File: src/rtl/sram_bridge_pkg.sv
package sram_bridge_pkg;

  typedef enum logic [2:0] {
    ST_IDLE, ST_TURN, ST_WSET, ST_WPUL, ST_RACC, ST_DONE
  } state_t;

  // control -> datapath strobes
  typedef struct packed {
    logic sel;      // both chip selects active
    logic rdEn;     // output enable active
    logic wrEn;     // write enable active
    logic drive;    // drive the data pads
    logic load;     // latch request address / data
    logic capture;  // sample read data
  } strobe_t;

  // nanoseconds to whole clock cycles, rounded up, at least one
  function automatic int nsToCyc(input int ns, input int clkNs);
    int c;
    c = (ns + clkNs - 1) / clkNs;
    return (c < 1) ? 1 : c;
  endfunction

  function automatic int maxOf(input int a, input int b);
    return (a > b) ? a : b;
  endfunction

endpackage

File: src/rtl/sram_bridge_ctrl.sv
module sram_bridge_ctrl
  import sram_bridge_pkg::*;
#(
  parameter int CLK_NS   = 8,
  parameter int T_AA_NS  = 15,
  parameter int T_RC_NS  = 15,
  parameter int T_DOE_NS = 7,
  parameter int T_PWE_NS = 10,
  parameter int T_SD_NS  = 9,
  parameter int T_SA_NS  = 0
) (
  input  logic    clk,
  input  logic    rstN,
  input  logic    reqValid,
  input  logic    reqWrite,
  output logic    reqReady,
  output logic    rspDone,
  output strobe_t strb
);

  localparam int RD_CYC = maxOf(maxOf(nsToCyc(T_AA_NS, CLK_NS), nsToCyc(T_RC_NS, CLK_NS)),
                                nsToCyc(T_DOE_NS, CLK_NS));
  localparam int WP_CYC = maxOf(nsToCyc(T_PWE_NS, CLK_NS), nsToCyc(T_SD_NS, CLK_NS));
  localparam int WS_CYC = nsToCyc(T_SA_NS, CLK_NS);
  localparam int MAX_CYC = maxOf(maxOf(RD_CYC, WP_CYC), WS_CYC);
  localparam int CNT_W  = $clog2(MAX_CYC) + 1;

  state_t           state;
  logic [CNT_W-1:0] cnt;
  logic             lastRd;
  logic             accept;
  logic             cntZero;

  assign accept  = (state == ST_IDLE) && reqValid;
  assign cntZero = (cnt == '0);

  always_ff @(posedge clk or negedge rstN) begin
    if (!rstN) begin
      state  <= ST_IDLE;
      cnt    <= '0;
      lastRd <= 1'b0;
    end else begin
      unique case (state)
        ST_IDLE: if (reqValid) begin
          lastRd <= !reqWrite;
          if (!reqWrite) begin
            state <= ST_RACC;
            cnt   <= CNT_W'(RD_CYC - 1);
          end else if (lastRd) begin
            state <= ST_TURN;
          end else begin
            state <= ST_WSET;
            cnt   <= CNT_W'(WS_CYC - 1);
          end
        end
        ST_TURN: begin
          state <= ST_WSET;
          cnt   <= CNT_W'(WS_CYC - 1);
        end
        ST_WSET: if (cntZero) begin
          state <= ST_WPUL;
          cnt   <= CNT_W'(WP_CYC - 1);
        end else begin
          cnt <= cnt - 1'b1;
        end
        ST_WPUL, ST_RACC: if (cntZero) state <= ST_DONE;
                          else cnt <= cnt - 1'b1;
        ST_DONE: state <= ST_IDLE;
        default: state <= ST_IDLE;
      endcase
    end
  end

  assign reqReady = (state == ST_IDLE);
  assign rspDone  = (state == ST_DONE);

  always_comb begin
    strb.sel     = (state == ST_WSET) || (state == ST_WPUL) || (state == ST_RACC);
    strb.rdEn    = (state == ST_RACC);
    strb.wrEn    = (state == ST_WPUL);
    strb.drive   = (state == ST_WPUL);
    strb.load    = accept;
    strb.capture = (state == ST_RACC) && cntZero;
  end


  done_single_chk: assert property (@(posedge clk) disable iff (!rstN)
    rspDone |=> !rspDone);


  ready_idle_chk: assert property (@(posedge clk) disable iff (!rstN)
    reqReady |-> !strb.sel && !rspDone);


  accept_busy_chk: assert property (@(posedge clk) disable iff (!rstN)
    (reqValid && reqReady) |=> !reqReady);


  capture_in_read_chk: assert property (@(posedge clk) disable iff (!rstN)
    strb.capture |=> rspDone);

endmodule

File: src/rtl/sram_bridge_dpath.sv
module sram_bridge_dpath
  import sram_bridge_pkg::*;
#(
  parameter int ADDR_W = 13,
  parameter int DATA_W = 8
) (
  input  logic              clk,
  input  logic              rstN,
  input  strobe_t           strb,
  input  logic [ADDR_W-1:0] reqAddr,
  input  logic [DATA_W-1:0] reqWdata,
  output logic [DATA_W-1:0] rspRdata,
  output logic [ADDR_W-1:0] memAddr,
  output logic              memCe1N,
  output logic              memCe2,
  output logic              memOeN,
  output logic              memWeN,
  output logic [DATA_W-1:0] memDqOut,
  output logic              memDqOe,
  input  logic [DATA_W-1:0] memDqIn
);

  logic [ADDR_W-1:0] addrQ;
  logic [DATA_W-1:0] wdataQ;
  logic [DATA_W-1:0] rdataQ;

  always_ff @(posedge clk or negedge rstN) begin
    if (!rstN) begin
      addrQ  <= '0;
      wdataQ <= '0;
      rdataQ <= '0;
    end else begin
      if (strb.load) begin
        addrQ  <= reqAddr;
        wdataQ <= reqWdata;
      end
      if (strb.capture) rdataQ <= memDqIn;
    end
  end

  assign memAddr  = addrQ;
  assign memCe1N  = !strb.sel;
  assign memCe2   = strb.sel;
  assign memOeN   = !strb.rdEn;
  assign memWeN   = !strb.wrEn;
  assign memDqOut = wdataQ;
  assign memDqOe  = strb.drive;
  assign rspRdata = rdataQ;


  drive_window_chk: assert property (@(posedge clk) disable iff (!rstN)
    memDqOe |-> (!memWeN && memOeN));


  we_selected_chk: assert property (@(posedge clk) disable iff (!rstN)
    !memWeN |-> (!memCe1N && memCe2));


  oe_selected_chk: assert property (@(posedge clk) disable iff (!rstN)
    !memOeN |-> (memWeN && !memCe1N && memCe2));


  addr_stable_chk: assert property (@(posedge clk) disable iff (!rstN)
    (!memCe1N && $past(!memCe1N)) |-> $stable(memAddr));


  wdata_stable_chk: assert property (@(posedge clk) disable iff (!rstN)
    (memDqOe && $past(memDqOe)) |-> $stable(memDqOut));

endmodule

File: src/rtl/sram_bridge.sv
module sram_bridge
  import sram_bridge_pkg::*;
#(
  parameter int ADDR_W   = 13,
  parameter int DATA_W   = 8,
  parameter int CLK_NS   = 8,
  parameter int T_AA_NS  = 15,
  parameter int T_RC_NS  = 15,
  parameter int T_DOE_NS = 7,
  parameter int T_PWE_NS = 10,
  parameter int T_SD_NS  = 9,
  parameter int T_SA_NS  = 0
) (
  input  logic              clk,
  input  logic              rstN,
  input  logic              reqValid,
  output logic              reqReady,
  input  logic              reqWrite,
  input  logic [ADDR_W-1:0] reqAddr,
  input  logic [DATA_W-1:0] reqWdata,
  output logic              rspDone,
  output logic [DATA_W-1:0] rspRdata,
  output logic [ADDR_W-1:0] memAddr,
  output logic              memCe1N,
  output logic              memCe2,
  output logic              memOeN,
  output logic              memWeN,
  output logic [DATA_W-1:0] memDqOut,
  output logic              memDqOe,
  input  logic [DATA_W-1:0] memDqIn
);

  strobe_t strb;

  sram_bridge_ctrl #(
    .CLK_NS(CLK_NS), .T_AA_NS(T_AA_NS), .T_RC_NS(T_RC_NS), .T_DOE_NS(T_DOE_NS),
    .T_PWE_NS(T_PWE_NS), .T_SD_NS(T_SD_NS), .T_SA_NS(T_SA_NS)
  ) uCtrl (
    .clk(clk), .rstN(rstN), .reqValid(reqValid), .reqWrite(reqWrite),
    .reqReady(reqReady), .rspDone(rspDone), .strb(strb)
  );

  sram_bridge_dpath #(.ADDR_W(ADDR_W), .DATA_W(DATA_W)) uDpath (
    .clk(clk), .rstN(rstN), .strb(strb), .reqAddr(reqAddr), .reqWdata(reqWdata),
    .rspRdata(rspRdata), .memAddr(memAddr), .memCe1N(memCe1N), .memCe2(memCe2),
    .memOeN(memOeN), .memWeN(memWeN), .memDqOut(memDqOut), .memDqOe(memDqOe),
    .memDqIn(memDqIn)
  );

endmodule

File: config.mk
export PLATFORM = sky130hd
export DESIGN_NAME = sram_bridge
export DESIGN_NICKNAME = d
export VERILOG_FILES = /design/src/rtl/sram_bridge_pkg.sv /design/src/rtl/sram_bridge_ctrl.sv /design/src/rtl/sram_bridge_dpath.sv /design/src/rtl/sram_bridge.sv
export SDC_FILE = /design/constraint.sdc
export NUM_CORES = 1
export LEC_CHECK = 0
export BUFFER_PORTS_ARGS = -buffer_cell sky130_fd_sc_hd__buf_2
export CORE_MARGIN = 4
export CORE_UTILIZATION = 47
export DETAILED_ROUTE_END_ITERATION = 10
export PLACE_DENSITY = 0.75
export SLEW_MARGIN = 15
export SYNTH_ARGS = -nofsm -noshare
export SYNTH_HDL_FRONTEND = slang
export SYNTH_SLANG_ARGS = --single-unit
File: constraint.sdc
create_clock -name clk -period 1.8 [get_ports clk]
set_clock_uncertainty 0.15 [all_clocks]
set_input_delay 0.18 -clock clk [delete_from_list [all_inputs] [get_ports clk]]
set_output_delay 0.18 -clock clk [all_outputs]
set_load 0.03 [all_outputs]
* Word-level counts from Yosys, hierarchy flattened *
Index checks and enable logic that the tools add are counted.

storage, ports and cells
  logic and storage cells = 44
  input bits = 33
  output and inout bits = 36
  bits in registers = 35

operators by class
  mux-type cells = 12
  reductions and logical operators = 15
  add/subtract/negate cells = 1
  eq/ne operators = 10

operators by type and width
  cell                   count
  $mux W2                6
  $mux W3                4
  $pmux W3 S4            1
  $pmux W2 S4            1
  $eq A3 B2 Y1 const B   2
  $eq A3 B3 Y1 const B   2
  $logic_not A1 Y1       4
  $ne A2 B1 Y1 const B   2
  $ne A2 B2 Y1 const B   2
  $reduce_and A4 Y1      1
  $reduce_bool A4 Y1     1
  $eq A3 B1 Y1 const B   1
  $logic_not A3 Y1       1
  $ne A3 B3 Y1 const B   1
  $reduce_and A3 Y1      1
  $logic_and A1 B1 Y1    2
  $logic_not A2 Y1       1
  $logic_or A1 B1 Y1     2
  $reduce_and A2 Y1      1
  $reduce_or A2 Y1       1
  $sub A2 B1 Y2 const B  1

* Logic depth before layout (Yosys ltp) *
Gate-level depths: netlist of the first run.

  word-level depth = 4
  gate-level depth with buffers = 7
  gate-level depth less buffers = 6

* Hierarchy *
Synthesis of the first run repeated with hierarchy kept, for this count alone.

unflattened totals
  cell total of the unflattened synthesis = 116
  area total of the unflattened synthesis = 1631.6 µm²

by module, submodules not included
  module             area each (µm²)  instances  cells each  sequential area each (µm²)
  sram_bridge_dpath  1181.1           1          66          725.7
  sram_bridge_ctrl   450.4            1          50          150.1

* Worst setup path before layout of the first run *
Ideal clock, no wire load.

  path kind = register -> register
  start = reg uCtrl.state[0]
  end = reg uDpath.addrQ[10], in the netlist uDpath.memAddr[10]
  slack = -0.219 ns
  path buffers = 2
  library setup time = 0.125 ns
  cell stages (with the launch flop) = 6
  clock period less this slack = 2.019 ns
  data arrival time = 1.744 ns
  required time = 1.525 ns
  cells stage by stage = dfrtp_1 > nor3_2 > and2_4 > buf_8 > buf_12 > mux2_4

on the way
  cells in the longest elaborated chain, start to end = 2

RTL lines
  item                    RTL line                 RTL
  from (decl)             sram_bridge_ctrl.sv:28   state_t state;
  from (signal assigned)  sram_bridge_ctrl.sv:39   state <= ST_IDLE;
  from (signal assigned)  sram_bridge_ctrl.sv:47   state <= ST_RACC;
  from (signal assigned)  sram_bridge_ctrl.sv:50   state <= ST_TURN;
  $logic_not A3 Y1        -
  net reqReady            sram_bridge.sv:17        output logic reqReady,
  $logic_and A1 B1 Y1     sram_bridge_ctrl.sv:34   assign accept = (state == ST_IDLE) && reqValid;
  to (signal assigned)    sram_bridge_dpath.sv:34  addrQ <= reqAddr;
  to (decl)               sram_bridge_dpath.sv:23  logic [ADDR_W-1:0] addrQ;

The timed path passes the listed nets, and every way through them passes these cells.
A chain may end at the register's enable or synchronous reset.

* Final worst setup path of the first run *
  start = reg uCtrl.state[1]
  end = reg uDpath.rdataQ[5], in the netlist uDpath.rspRdata[5]

on the way
  cells in the longest elaborated chain, start to end = 2

RTL lines
  item                  RTL line                 RTL
  $eq A3 B3 Y1          sram_bridge_ctrl.sv:83   strb.capture = (state == ST_RACC) && cntZero;
  $logic_and A1 B1 Y1   sram_bridge_ctrl.sv:83
  to (signal assigned)  sram_bridge_dpath.sv:37  if (strb.capture) rdataQ <= memDqIn;
  to (decl)             sram_bridge_dpath.sv:25  logic [DATA_W-1:0] rdataQ;

Every way passes these cells.

==> results.yml, run 1 <==
run_status:
  status: "completed"
clock_tree:
  cts-root-buf: "clkbuf_4"
  cts_sinks: 35
  clk_latency_ns: 0.32
  cts_made_buffers: 5
  clk_pin_slew_worst_paths_ns: 0.10
  h-tree-depth: 2
  cts_tree: "built"
  cts_buffer_depth: 2
critical_path:
  cpPeakStageDelay_ns: 0.47
  r2r_setup_slack_ns: 0.03
  required_ns: 1.85
  cp_max_fo: 8
  timing.rr.start: "uCtrl.state[1]"
  cp-start-kind: "register"
  crit_type: "reg -> reg"
  r2r_cells: 5
  r2r-end: "uDpath.rspRdata[5]"
  end_kind: "register"
  path_cells: "nor3b_4 > inv_4 > buf_4 > nor2_8 > mux2_1"
  cpMaxStageDelayCell: "dfrtp_2"
  cp.arrival_ns: 1.82
synth:
  synth.cells.most_frequent: "35 x dfrtp_1, 18 x mux2_4, 13 x mux2_1, 5 x nand2_1, 5 x o21ai_0"
  syn_inst: 115
  ys.flop_type: "dfrtp_1"
  ys_seq_elements: 35
  synth_area_leaders: "dfrtp_1 53%, mux2_4 16%, mux2_1 8.8%"
  synthDistinctLibCells: 33
  synthArstFlopShare: 1.00
  yosysSeqAreaShare: 0.526
  synth_warnings: 0
  synth_top_area_cell: "dfrtp_1"
  synth_edf_count: 0
  yosysMostFrequentCell: "dfrtp_1"
  avgSynthCellArea_um2: 14.5
  yosys.area.top_type_share: 0.526
  syn-cell-area_um2: 1670
  syn-num-nets: 150
power_and_ir_drop:
  powerDensity_nw_per_um2: 1900
  total_power_mw: 4.69
  p_leak_nw: 1.24
  vdd_drop_max_mv: 1.10
finish:
  fin_area_um2: 2470
  fin_nets: 262
  diodes: 0
  final_layout_size_suffix_gt1_frac: 0.535
  final_cells: 274
  area_delta_synth_final_pct: 48.1
sta:
  worst_hold_slack_ns: 0.0796
  setup_tns_ns: 0
  hold_viol_final: 0
  max_slew_margin: 0.491
  setup_violations: 0
  fmax_mhz: 565
  worstMarginPinSlew_ns: 0.764
  fin_crit_sh: 0.982
  post-route-min-period_ns: 1.77
  drv_slew: 0
  rsz0062_at_grt: "true"
placed_design:
  post-dp-hpwl_um: 2560
  place.gp.congestion: 0.837
  dp.cells: 226
  placed_area_um2: 2020
  port_buffers: 68
grt:
  grt_max_degree: 36
  grt_busiest_layer: "met2"
  grt_pass1_wl_um: 6400
  grt_usage: 0.192
  grt.met2_usage: 0.335
  antenna_found_initial: 0
  grt_pass1_vias: 1387
  grt-ovfl-total: 0
  use_met1: 0.229
  use_met3: 0.0399
worst_hold_path:
  hold_end: "uCtrl.state[1]"
  holdPathStages: 4
  hp-start: "reqValid"
  hp-class: "in -> reg"
job:
  max-cap-violations: 0
drt:
  avgViaCountPerCell: 4.81
  drcViolationCount: 0
  avgRoutedWirePerCell_um: 14.9
  wl_um: 4070
  drt_iter0_drc: 55
  vias: 1317
  dr.pass1.iters: 4
  antenna_left: 0
die:
  die-area_um2: 4560
  initial_utilization: 0.491
  core_um2: 3390
  ioPinCount: 69
  fp.dieW_um: 67.5
  die_h_um: 67.5
  placementRows: 21
how the worst max path moves through the flow:
stage,start,end,slack (ns),depth (start not counted)
finish,uCtrl.state[1],uDpath.rspRdata[5],0.03,5
global placement,uCtrl.state[2],uDpath.memDqOut[7],0.05,3
detailed placement,uCtrl.state[2],uDpath.memAddr[0],-0.03,3
floorplan,uCtrl.state[1],uDpath.memAddr[10],-0.03,5
CTS,uCtrl.state[0],memCe2,0.004,4
global route,uCtrl.state[1],uDpath.rspRdata[3],-0.03,5
stage by stage:
step	util	worst slack, ns
after floorplan	-	-0.0262
after global placement	0.596	0.0490
after detailed placement	0.596	-0.0292
after CTS	0.718	0.00374
after global routing	0.728	-0.0259
final	0.728	0.0315
placed cells by master, fill, tap and decap left out, drive strengths merged:
cell / n
buf: 80
dfrtp: 35
dlygate4sd3: 31
mux2: 31
nand2: 7
inv: 7
o21ai: 6
clkbuf: 5
nor2: 4
clkinv: 3
a21oi: 2
o22ai: 2
ha: 2
nor2b: 2
nor3: 1
nor3b: 1
nand2b: 1
o32a: 1
o221ai: 1
a21bo: 1
nand3: 1
and2: 1
o21a: 1
a311oi: 1
o41a: 1
cell type report:
type	count	area, µm²
well taps	46	57.6
repair buffers	111	749
inverters	7	31.3
multi-input cells	67	696
flip-flops and latches	35	880
clock inverters	3	15.0
clock buffers	5	37.5
fillers	239	923
power breakdown:
group | internal (mW) | switching, mW | leakage (nW)
logic | 1.23 | 1.61 | 0.792
registers | 1.19 | 0.266 | 0.416
clock network | 0.145 | 0.251 | 0.0347
state kept, by name, summed over array words and instances, names as in the netlist:
name,flops
uCtrl.lastRd,1
uCtrl.state,3
uDpath.memDqOut,8
uDpath.memAddr,13
uCtrl.cnt,2
uDpath.rspRdata,8
per-layer routing:
layer | vias to the layer above | share of wire
met1 | 640 | 0.40
met3 | 6 | 0.057
li1 | 630 | -
met4 | 0 | 0.016
met2 | 41 | 0.53
met5 | - | 0
kinds of logic after synthesis:
kind of cell / count (synthesis) / synth area share
AND/OR/NAND/NOR: 18 / 0.0789
flip-flops: 35 / 0.526
AO/OA/AOI/OAI: 16 / 0.0654
adder cells (fa/ha/maj): 2 / 0.0150
multiplexers: 31 / 0.250
buffers and inverters: 13 / 0.0646
worst max-delay path: cells and delay by family, from the launching register on:
| family | cells | cell delay [ns] |
|---|---|---|
| buffers and inverters | 2 | 0.24 |
| muxes | 1 | 0.34 |
| DFF | 1 | 0.47 |
| and+or+nand+nor | 2 | 0.44 |
timing repair:
action / 4_1_cts / 5_1_grt
setup buffers: 6 / 3
hold endpoints to repair: 65 / 0
hold buffers: 31 / 0
gates resized for setup: 3 / 7
pin swaps: 1 / 3
setup endpoints to repair: 34 / 6
cloned: 0 / 0
No activity file was read; power rests on OpenSTA's default activity.
==> inputs of run 2 (changes only) <==
--- a/config.mk
+++ b/config.mk
@@ -6,7 +6,6 @@
 export NUM_CORES = 1
 export LEC_CHECK = 0
 export BUFFER_PORTS_ARGS = -buffer_cell sky130_fd_sc_hd__buf_2
-export CORE_MARGIN = 4
 export CORE_UTILIZATION = 47
 export DETAILED_ROUTE_END_ITERATION = 10
 export PLACE_DENSITY = 0.75
==> results.yml, run 2 (synthesis results as in run 1) <==
sta:
  fmax_mhz: 575
  rsz0062_at_grt: "false"
  worstMarginPinSlew_ns: 0.758
  drv_slew: 0
  fin_crit_sh: 0.966
  setup_tns_ns: 0
  hold_viol_final: 0
  post-route-min-period_ns: 1.74
  max_slew_margin: 0.495
  setup_violations: 0
  worst_hold_slack_ns: 0.136
finish:
  fillers: 238
  fin_nets: 257
  largest_reg_flops: 13
  final_layout_size_suffix_gt1_frac: 0.525
  final_common_cell: "buf_2"
  diodes: 0
  seq_area_um2: 880
  final_cell_mix: "66 x buf_2, 32 x dfrtp_1, 31 x dlygate4sd3_1"
  multi_input_area_um2: 709
  final_cells: 269
  area_delta_synth_final_pct: 49.4
worst_hold_path:
  holdPathStages: 4
  hp-start: "reqValid"
  hp-class: "in -> reg"
  hold_end: "uCtrl.state[1]"
critical_path:
  cp-start-kind: "register"
  timing.rr.start: "uCtrl.state[1]"
  cp_max_fo: 8
  cp.arrival_ns: 1.81
  r2r_cells: 5
  required_ns: 1.87
  r2r_setup_slack_ns: 0.06
  r2r-end: "uDpath.rspRdata[0]"
  end_kind: "register"
  crit_type: "reg -> reg"
clock_tree:
  clk_pin_slew_worst_paths_ns: 0.10
  cts_sinks: 35
  cts_buffer_depth: 2
  cts-root-buf: "clkbuf_4"
  cts_made_buffers: 5
  h-tree-depth: 2
  clk_latency_ns: 0.33
  cts_tree: "built"
die:
  fp.dieW_um: 61.5
  initial_utilization: 0.495
  ioPinCount: 69
  die-area_um2: 3790
  die_h_um: 61.5
  placementRows: 21
  core_um2: 3360
drt:
  avgRoutedWirePerCell_um: 14.5
  wl_um: 3910
  avgViaCountPerCell: 4.84
  vias: 1303
  drcViolationCount: 0
  dr.pass1.iters: 4
  drt_iter0_drc: 35
  antenna_left: 0
grt:
  grt_pass1_wl_um: 5790
  grt_pass1_vias: 1274
  grt_max_degree: 36
  antenna_found_initial: 0
  grt_usage: 0.218
  grt-ovfl-total: 0
placed_design:
  dp.cells: 227
  post-dp-hpwl_um: 2370
  place.gp.congestion: 0.869
  port_buffers: 68
power_and_ir_drop:
  seqPwrFrac: 0.293
  p_leak_nw: 1.24
  power.share.combinational: 0.566
  power_switching_mw: 2.15
  p_int_mw: 2.79
  vdd_drop_max_mv: 1.37
  p_sw_frac: 0.435
  powerDensity_nw_per_um2: 1990
  p_clk_frac: 0.142
  total_power_mw: 4.94
run_status:
  status: "completed"
job:
  max-cap-violations: 0
-- run 2: changes by cell type in the layout (fill, tap and decap cells not counted), sizes merged --
cell      before  now
buf           80   74
clkinv         3    0
bufinv         0    2
and2           1    2
clkinvlp       0    1
-- run 2: timing repair --
| item | 4_1_cts | 5_1_grt |
|---|---|---|
| buffers inserted | 1 | 1 |
| setup endpoints to repair | 2 | 24 |
| resized for setup | 3 | 8 |
| hold endpoints to repair | 65 | 0 |
| hold buffers | 31 | 0 |
| pin swaps | 1 | 3 |
| cloned | 0 | 1 |
-- run 2: how the worst max path moves through the flow --
stage | startpoint | endpoint | slack, ns | cells after the start
floorplan | uCtrl.state[1] | uDpath.memAddr[10] | -0.03 | 5
global placement | uCtrl.state[1] | uDpath.memAddr[0] | 0.08 | 3
detailed placement | uCtrl.state[1] | uDpath.memAddr[1] | 0.02 | 3
CTS | uCtrl.state[0] | memCe2 | -0.02 | 4
global route | uCtrl.state[1] | uDpath.rspRdata[0] | 0.0008 | 5
finish | uCtrl.state[1] | uDpath.rspRdata[0] | 0.06 | 5
-- run 2: area by class of cell --
class	instances	share of cell area
clock buffer	5	0.0151
tap	46	0.0231
sequential	35	0.354
clock inverter	3	0.0272
timing repair buffer	105	0.283
inverter	7	0.0126
multi-input combinational	68	0.285
-- run 2: power groups by stage --
| stage | Sequential [mW] | Clock (mW) | Combinational (mW) |
|---|---|---|---|
| after floorplan | 2.08 | 0 | 1.39 |
| after global placement | 1.42 | 0 | 2.57 |
| after detailed placement | 1.45 | 0 | 2.62 |
| after CTS | 1.44 | 0.720 | 2.70 |
| after global routing | 1.50 | 0.749 | 2.97 |
| final | 1.44 | 0.700 | 2.79 |
-- run 2: metal layers --
layer	vias up	wire length, µm	global-route usage
met1	626	1520	0.228
li1	614	-	-
met3	4	303	0.0777
met5	-	0	0
met4	0	44	0.0762
met2	59	2040	0.401
-- run 2: through the flow --
stage	area, µm²	utilization	setup slack [ns]
after global routing	2490	0.740	0.000811
final	2490	0.740	0.0604
after floorplan	1680	-	-0.0262
after detailed placement	2030	0.603	0.0194
after CTS	2460	0.730	-0.0218
after global placement	2030	0.603	0.0841
-- run 2: worst max-delay path: stages (launching register included) --
cell,delay [ns]
dfrtp_2,0.47
nor3b_4,0.28
inv_4,0.08
buf_4,0.16
nor2_8,0.14
mux2_1,0.35
==> inputs of run 3 (changes only) <==
--- a/config.mk
+++ b/config.mk
@@ -6,9 +6,11 @@
 export NUM_CORES = 1
 export LEC_CHECK = 0
 export BUFFER_PORTS_ARGS = -buffer_cell sky130_fd_sc_hd__buf_2
+export CORE_ASPECT_RATIO = 0.5
 export CORE_UTILIZATION = 47
 export DETAILED_ROUTE_END_ITERATION = 10
 export PLACE_DENSITY = 0.75
+export SETUP_SLACK_MARGIN = 0.02
 export SLEW_MARGIN = 15
 export SYNTH_ARGS = -nofsm -noshare
 export SYNTH_HDL_FRONTEND = slang
==> results.yml, run 3 (synthesis results as in run 1) <==
run_status:
  status: "completed"
placed_design:
  placed_area_um2: 2050
  port_buffers: 68
  post-dp-hpwl_um: 2400
  dp.cells: 230
  place.gp.congestion: 0.821
finish:
  final_cell_mix: "68 x buf_2, 32 x dfrtp_1, 31 x dlygate4sd3_1"
  final_common_cell: "buf_2"
  fin_nets: 258
  fillers: 210
  fin_area_um2: 2500
  area_delta_synth_final_pct: 50.1
  final_cells: 272
  final_layout_size_suffix_gt1_frac: 0.522
  largest_reg_flops: 13
  diodes: 0
die:
  ioPinCount: 69
  core_um2: 3190
  initial_utilization: 0.522
  die-area_um2: 3800
  die_h_um: 44.1
  placementRows: 14
  fp.dieW_um: 86.2
critical_path:
  cp-start-kind: "register"
  r2r_setup_slack_ns: 0.10
  cp.arrival_ns: 1.42
  r2r-end: "uDpath.memAddr[1]"
  end_kind: "primary output"
  r2r_cells: 4
  cp_max_fo: 8
  crit_type: "reg -> out"
  required_ns: 1.47
  timing.rr.start: "uCtrl.state[1]"
clock_tree:
  h-tree-depth: 2
  clk_pin_slew_worst_paths_ns: 0.07
  cts_tree: "built"
  clk_latency_ns: 0.29
  cts_made_buffers: 5
  cts-root-buf: "clkbuf_8"
  cts_buffer_depth: 2
  cts_sinks: 35
worst_hold_path:
  hp-class: "in -> reg"
  hp-start: "reqValid"
  hold_end: "uCtrl.state[1]"
  holdPathStages: 4
drt:
  avgViaCountPerCell: 4.80
  dr.pass1.iters: 5
  vias: 1306
  drcViolationCount: 0
  antenna_left: 0
  drt_iter0_drc: 63
  wl_um: 4000
  avgRoutedWirePerCell_um: 14.7
grt:
  grt_pass1_wl_um: 6400
  grt_pass1_vias: 1344
  grt-ovfl-total: 0
  grt_max_degree: 36
  antenna_found_initial: 0
  grt_usage: 0.232
job:
  max-cap-violations: 0
sta:
  rsz0062_at_grt: "true"
  setup_violations: 0
  hold_viol_final: 0
  max_slew_margin: 0.472
  fmax_mhz: 573
  worstMarginPinSlew_ns: 0.792
  post-route-min-period_ns: 1.75
  drv_slew: 0
  fin_crit_sh: 0.970
power_and_ir_drop:
  vdd_drop_max_mv: 1.11
  powerDensity_nw_per_um2: 1970
  p_leak_nw: 1.25
==> run 3: repair_timing <==
action	in CTS	in global routing
gates resized for setup	2	2
hold buffers	31	0
pin swaps	0	1
endpoints found under the hold margin	65	0
setup buffers	1	2
setup endpoints to repair	2	3
==> run 3: metal layers <==
metal  part of all wire  vias up  track usage
met5                  0        -            0
met1               0.43      644        0.276
li1                   -      619            -
met2               0.51       35        0.425
met4              0.016        0       0.0900
met3              0.039        8       0.0504
==> run 3: worst max path at each step <==
stage / from / to / slack (ns) / depth (start not counted)
3_3_place_gp: uCtrl.state[2] / uCtrl.cnt[1] / 0.07 / 7
2_1_floorplan: uCtrl.state[1] / uDpath.memAddr[10] / -0.03 / 5
5_1_grt: uCtrl.state[1] / memCe1N / 0.0004 / 5
6_report: uCtrl.state[1] / memCe1N / 0.05 / 5
3_5_place_dp: uCtrl.state[1] / uDpath.memAddr[1] / 0.04 / 4
4_1_cts: uCtrl.state[1] / memCe1N / 0.02 / 5
==> run 3: worst max-delay path: stages, from the launching register on <==
cell	delay, ns
dfrtp_2	0.49
nor3b_4	0.25
inv_4	0.10
nand2_4	0.09
inv_4	0.03
buf_2	0.16
==> run 3: per-stage QoR <==
step / setup WS, ns / hold WS [ns] / power (mW) / util / setup TNS, ns
floorplan: -0.0262 / -0.266 / 3.48 / - / -0.421
global placement: 0.0659 / 0.138 / 4.03 / 0.643 / 0
detailed placement: 0.0362 / 0.150 / 4.10 / 0.643 / 0
CTS: 0.0248 / 0.134 / 4.89 / 0.779 / 0
global route: 0.000447 / 0.158 / 5.20 / 0.784 / 0
finish: 0.0544 / 0.131 / 4.93 / 0.784 / 0
==> run 3: power by group <==
part | total, mW | leakage, nW | switching [mW] | internal (mW)
Combinational | 2.74 | 0.774 | 1.58 | 1.16
Sequential | 1.47 | 0.416 | 0.279 | 1.19
Clock | 0.717 | 0.0581 | 0.305 | 0.412
Total | 4.93 | 1.25 | 2.17 | 2.76
==> run 3: layout make-up <==
class	instances	area, µm²	share of cell area
Sequential cell	35	880	0.352
Timing Repair Buffer	107	723	0.289
Multi-Input combinational cell	67	693	0.277
Clock buffer	5	68.8	0.0275
Tap cell	48	60.1	0.0240
Clock inverter	3	43.8	0.0175
Inverter	7	31.3	0.0125
